### config.mk
export PLATFORM = sky130hd
export DESIGN_NAME = exec_rtype_unit
export DESIGN_NICKNAME = d
export VERILOG_FILES = /design/src/rtl/exec_rtype_pkg.sv /design/src/rtl/exec_rtype_decode.sv /design/src/rtl/exec_rtype_addsub.sv /design/src/rtl/exec_rtype_logic.sv /design/src/rtl/exec_rtype_shift.sv /design/src/rtl/exec_rtype_unit.sv
export SDC_FILE = /design/constraint.sdc
export NUM_CORES = 1
export LEC_CHECK = 0
export ABC_CLOCK_PERIOD_IN_PS = 5000
export BUFFER_PORTS_ARGS = -buffer_cell sky130_fd_sc_hd__buf_4
export CORE_MARGIN = 2
export CORE_UTILIZATION = 61
export DETAILED_ROUTE_END_ITERATION = 8
export PLACE_DENSITY = 0.95
export SYNTH_ARGS = -nofsm -noshare
export SYNTH_HDL_FRONTEND = slang
export SYNTH_SLANG_ARGS = --single-unit
### constraint.sdc
create_clock -name vclk -period 5
set_clock_uncertainty 0.2 [all_clocks]
set_input_delay 0.25 -clock vclk [all_inputs]
set_output_delay 0.25 -clock vclk [all_outputs]
set_load 0.01 [all_outputs]
### src/rtl/exec_rtype_pkg.sv
package exec_rtype_pkg;

  localparam int unsigned FUNC_W = 6;

  localparam logic [FUNC_W-1:0] FN_SLL  = 6'h00;
  localparam logic [FUNC_W-1:0] FN_SRA  = 6'h03;
  localparam logic [FUNC_W-1:0] FN_ADDU = 6'h21;
  localparam logic [FUNC_W-1:0] FN_SUBU = 6'h23;
  localparam logic [FUNC_W-1:0] FN_OR   = 6'h25;
  localparam logic [FUNC_W-1:0] FN_XOR  = 6'h26;
  localparam logic [FUNC_W-1:0] FN_NOR  = 6'h27;

  typedef enum logic [2:0] {
    OP_ADD,
    OP_SUB,
    OP_OR,
    OP_XOR,
    OP_NOR,
    OP_SLL,
    OP_SRA,
    OP_BAD
  } exec_op_e;

endpackage

### src/rtl/exec_rtype_decode.sv
module exec_rtype_decode
  import exec_rtype_pkg::*;
(
  input  logic [FUNC_W-1:0] func_i,
  output exec_op_e          op_o,
  output logic              bad_o
);

  always_comb begin
    unique case (func_i)
      FN_ADDU: op_o = OP_ADD;
      FN_SUBU: op_o = OP_SUB;
      FN_OR:   op_o = OP_OR;
      FN_XOR:  op_o = OP_XOR;
      FN_NOR:  op_o = OP_NOR;
      FN_SLL:  op_o = OP_SLL;
      FN_SRA:  op_o = OP_SRA;
      default: op_o = OP_BAD;
    endcase
  end

  assign bad_o = (op_o == OP_BAD);

endmodule

### src/rtl/exec_rtype_addsub.sv
module exec_rtype_addsub #(
  parameter int unsigned DATA_W = 32
) (
  input  logic [DATA_W-1:0] a_i,
  input  logic [DATA_W-1:0] b_i,
  input  logic              sub_i,
  output logic [DATA_W-1:0] sum_o
);

  // a + ~b + 1 for subtract; carry out dropped (no overflow detection)
  logic [DATA_W-1:0] b_eff;

  assign b_eff = b_i ^ {DATA_W{sub_i}};
  assign sum_o = a_i + b_eff + DATA_W'(sub_i);

endmodule

### src/rtl/exec_rtype_logic.sv
module exec_rtype_logic
  import exec_rtype_pkg::*;
#(
  parameter int unsigned DATA_W = 32
) (
  input  logic [DATA_W-1:0] a_i,
  input  logic [DATA_W-1:0] b_i,
  input  exec_op_e          op_i,
  output logic [DATA_W-1:0] res_o
);

  logic [DATA_W-1:0] or_v;

  assign or_v = a_i | b_i;

  always_comb begin
    unique case (op_i)
      OP_OR:   res_o = or_v;
      OP_XOR:  res_o = a_i ^ b_i;
      OP_NOR:  res_o = ~or_v;
      default: res_o = '0;
    endcase
  end

endmodule

### src/rtl/exec_rtype_shift.sv
module exec_rtype_shift #(
  parameter int unsigned DATA_W  = 32,
  parameter int unsigned SHAMT_W = 5,
  parameter bit          LEFT    = 1'b1
) (
  input  logic [DATA_W-1:0]  data_i,
  input  logic [SHAMT_W-1:0] shamt_i,
  input  logic               fill_i,
  output logic [DATA_W-1:0]  data_o
);

  // log2 barrel: stage k moves by 2^k when shamt_i[k] is set
  logic [SHAMT_W:0][DATA_W-1:0] stage;

  assign stage[0] = data_i;

  for (genvar k = 0; k < SHAMT_W; k++) begin : g_stage
    localparam int unsigned DIST = 1 << k;
    if (LEFT) begin : g_left
      assign stage[k+1] = shamt_i[k]
                          ? {stage[k][DATA_W-1-DIST:0], {DIST{fill_i}}}
                          : stage[k];
    end else begin : g_right
      assign stage[k+1] = shamt_i[k]
                          ? {{DIST{fill_i}}, stage[k][DATA_W-1:DIST]}
                          : stage[k];
    end
  end

  assign data_o = stage[SHAMT_W];

endmodule

### src/rtl/exec_rtype_unit.sv
module exec_rtype_unit
  import exec_rtype_pkg::*;
#(
  parameter int unsigned DATA_W = 32,
  localparam int unsigned SHAMT_W = $clog2(DATA_W)
) (
  input  logic [DATA_W-1:0]  rs_i,
  input  logic [DATA_W-1:0]  rt_i,
  input  logic [SHAMT_W-1:0] shamt_i,
  input  logic [FUNC_W-1:0]  func_i,
  output logic [DATA_W-1:0]  result_o,
  output logic               illegal_o
);

  exec_op_e          op;
  logic              bad;
  logic [DATA_W-1:0] arith_res;
  logic [DATA_W-1:0] logic_res;
  logic [DATA_W-1:0] sll_res;
  logic [DATA_W-1:0] sra_res;

  exec_rtype_decode i_decode (
    .func_i (func_i),
    .op_o   (op),
    .bad_o  (bad)
  );

  exec_rtype_addsub #(.DATA_W(DATA_W)) i_addsub (
    .a_i   (rs_i),
    .b_i   (rt_i),
    .sub_i (op == OP_SUB),
    .sum_o (arith_res)
  );

  exec_rtype_logic #(.DATA_W(DATA_W)) i_logic (
    .a_i   (rs_i),
    .b_i   (rt_i),
    .op_i  (op),
    .res_o (logic_res)
  );

  exec_rtype_shift #(.DATA_W(DATA_W), .SHAMT_W(SHAMT_W), .LEFT(1'b1)) i_sll (
    .data_i  (rt_i),
    .shamt_i (shamt_i),
    .fill_i  (1'b0),
    .data_o  (sll_res)
  );

  exec_rtype_shift #(.DATA_W(DATA_W), .SHAMT_W(SHAMT_W), .LEFT(1'b0)) i_sra (
    .data_i  (rt_i),
    .shamt_i (shamt_i),
    .fill_i  (rt_i[DATA_W-1]),
    .data_o  (sra_res)
  );

  always_comb begin
    unique case (op)
      OP_ADD, OP_SUB:        result_o = arith_res;
      OP_OR, OP_XOR, OP_NOR: result_o = logic_res;
      OP_SLL:                result_o = sll_res;
      OP_SRA:                result_o = sra_res;
      default:               result_o = '0;
    endcase
  end

  assign illegal_o = bad;

endmodule

==> results.sh <==
export IMPL_routed_wl_um=26500
export IMPL_fin_crit_ns=4.51
export IMPL_internal_power_mw=0.368
export IMPL_vias_per_cell=7.04
export IMPL_nets=1167
export IMPL_grt_pass1_vias=7559
export IMPL_drv_slew=0
export IMPL_power_leakage_nw=3.48
export IMPL_fin_util=0.694
export IMPL_end_kind="output port"
export IMPL_grt_max_degree=71
export IMPL_dieWidth_um=112
export IMPL_grtUsageTotal=0.401
export IMPL_slew_headroom=0.396
export IMPL_drive_gt1_frac=0.197
export IMPL_seqPwrFrac=0
export IMPL_die_y_um=112
export IMPL_n_clock_buffer=0
export IMPL_p_per_area_nw_per_um2=112
export IMPL_netlist_area_um2=7140
export IMPL_pin_count=108
export IMPL_fin_area_um2=7920
export IMPL_clockPowerShare=0
export IMPL_vias=8196
export IMPL_wl_per_cell_um=22.8
export IMPL_worstSetupPathType="in2out"
export IMPL_worstMarginPinSlew_ns=0.906
export IMPL_area_growth_pct=10.9
export IMPL_critPathLaunchType="primary input"
export IMPL_grt_pass1_wl_um=40800
export IMPL_comb_power_share=1.000
export IMPL_timing_final_crit_share=0.902
export IMPL_tns_ns=0
export IMPL_fmax_mhz=222
export IMPL_whs_ns=0.634
export IMPL_initial_core_util=0.626
export IMPL_coreArea_um2=11400
export IMPL_synth_cells=976
export IMPL_postCtsResizedCells=0
export IMPL_hpwlAfterDp_um=20900
export IMPL_nFlopsAndLatches=0
export IMPL_critPathArrivalTime_ns=4.06
export IMPL_sw_frac_of_total=0.587
export IMPL_finalWeightedCongestion=1.06
export IMPL_ir_worst_vdd_uv=85.0
export IMPL_cts_hold_buf=0
export IMPL_worst_path_max_fanout=23
export IMPL_hp_class="in2out"
export IMPL_die_area_um2=12600
export IMPL_antenna_found_initial=0
export IMPL_status="complete, no violations"
export IMPL_portBuffers=108
export IMPL_synth_distinct_cells=64
export IMPL_regArea_um2=0
export IMPL_final_common_cell="buf_4"
export IMPL_drc=0
export IMPL_insertedDiodeCount=0
export IMPL_syn_num_nets=1120
export IMPL_avgSynthCellArea_um2=7.32
export IMPL_setup_viol=0
export IMPL_finalHoldViolCount=0
export IMPL_postCtsSetupBuffers=0
export IMPL_drtAntennaViolNets=0
export IMPL_maxCapViolations=0
export IMPL_cp_required_ns=4.55
export IMPL_rsz0062_at_grt="no"
export IMPL_placed_area_um2=7920
export IMPL_p_sw_mw=0.522
export IMPL_hold_depth=4
export IMPL_drtIter0Drc=1484
export IMPL_layout_common_cells="buf_4, nor2_1, a21oi_1, xnor2_1"
export IMPL_grt_overflow=0
export IMPL_rows=39
export IMPL_ys_seq_area_frac=0
export IMPL_synth_warnings=0
export IMPL_drt_pass1_iter_count=6
## Yosys cell counts, types with 5 or more instances
| cell | n | area share |
|---|---|---|
| nor2_1 | 92 | 0.048 |
| o21bai_1 | 7 | 0.0074 |
| a31oi_1 | 7 | 0.0061 |
| ha_1 | 68 | 0.12 |
| mux4_2 | 47 | 0.15 |
| a21oi_1 | 90 | 0.063 |
| mux2_2 | 19 | 0.030 |
| o31ai_1 | 5 | 0.0053 |
| nor4_1 | 7 | 0.0061 |
| a211oi_1 | 13 | 0.014 |
| nand3_1 | 14 | 0.0098 |
| clkbuf_1 | 45 | 0.024 |
| buf_2 | 15 | 0.011 |
| mux2i_1 | 66 | 0.092 |
| inv_1 | 77 | 0.040 |
| o22ai_1 | 18 | 0.016 |
| buf_4 | 7 | 0.0074 |
| o221ai_1 | 9 | 0.011 |
| xnor2_1 | 80 | 0.098 |
| nand2_1 | 68 | 0.036 |
| a22oi_1 | 33 | 0.035 |
| o21ai_0 | 77 | 0.054 |
| a21o_1 | 10 | 0.011 |
| buf_1 | 8 | 0.0042 |
| nor3_1 | 10 | 0.0070 |
| o211ai_1 | 11 | 0.012 |
## worst max-delay path, cell delays in order
cell and delay (ns):
buf_4 0.11, or3_4 0.44, or2_2 0.35, nor2_4 0.29
buf_12 0.24, xnor2_1 0.09, ha_1 0.35, nand2_1 0.13
nor2_1 0.23, o311ai_1 0.14, o21ai_1 0.25, a31oi_1 0.17
buf_4 0.19, o41a_1 0.36, o21ai_0 0.26, buf_4 0.18
## metal layers
metal  routed length (um)  vias to the layer above  track usage
li1                     -                     3716            -
met1                10100                     3824        0.534
met2                12500                      557        0.669
met3                 2620                       99       0.0589
met4                 1220                        0        0.129
met5                    0                        -            0
## cells by family after synthesis
family | after synthesis | share of synthesized area
buffers and inverters | 154 | 0.0883
xor gates and xnor gates | 84 | 0.103
muxes | 132 | 0.271
AOI/OAI and AO/OA | 322 | 0.287
adders and majority gates | 69 | 0.122
and+or+nand+nor | 215 | 0.130
## power groups by stage
stage	clock network [mW]	logic, mW	registers, mW
floorplan	0	0.596	0
global placement	0	0.843	0
detailed placement	0	0.855	0
CTS	0	0.861	0
global route	0	0.952	0
finish	0	0.890	0
## final cells by class
type | count | area, um2
Timing Repair Buffer | 121 | 921
Tap cell | 143 | 179
Fill cell | 1020 | 3500
Inverter | 78 | 293
Multi-Input combinational cell | 822 | 6530
## worst paths after layout
| check | startpoint | endpoint | slack, ns |
|---|---|---|---|
| min | func_i[4] | illegal_o | 0.63 |
| max | func_i[3] | result_o[26] | 0.49 |
## through the flow
| stage | power (mW) | instances | setup slack (ns) |
|---|---|---|---|
| 2_1_floorplan | 0.596 | 976 | 0.788 |
| 3_3_place_gp | 0.843 | 1164 | 0.663 |
| 3_5_place_dp | 0.855 | 1164 | 0.559 |
| 4_1_cts | 0.861 | 1164 | 0.560 |
| 5_1_grt | 0.952 | 1164 | 0.259 |
| 6_report | 0.890 | 1164 | 0.491 |
Note: power is estimated with default switching activity, not from simulation.
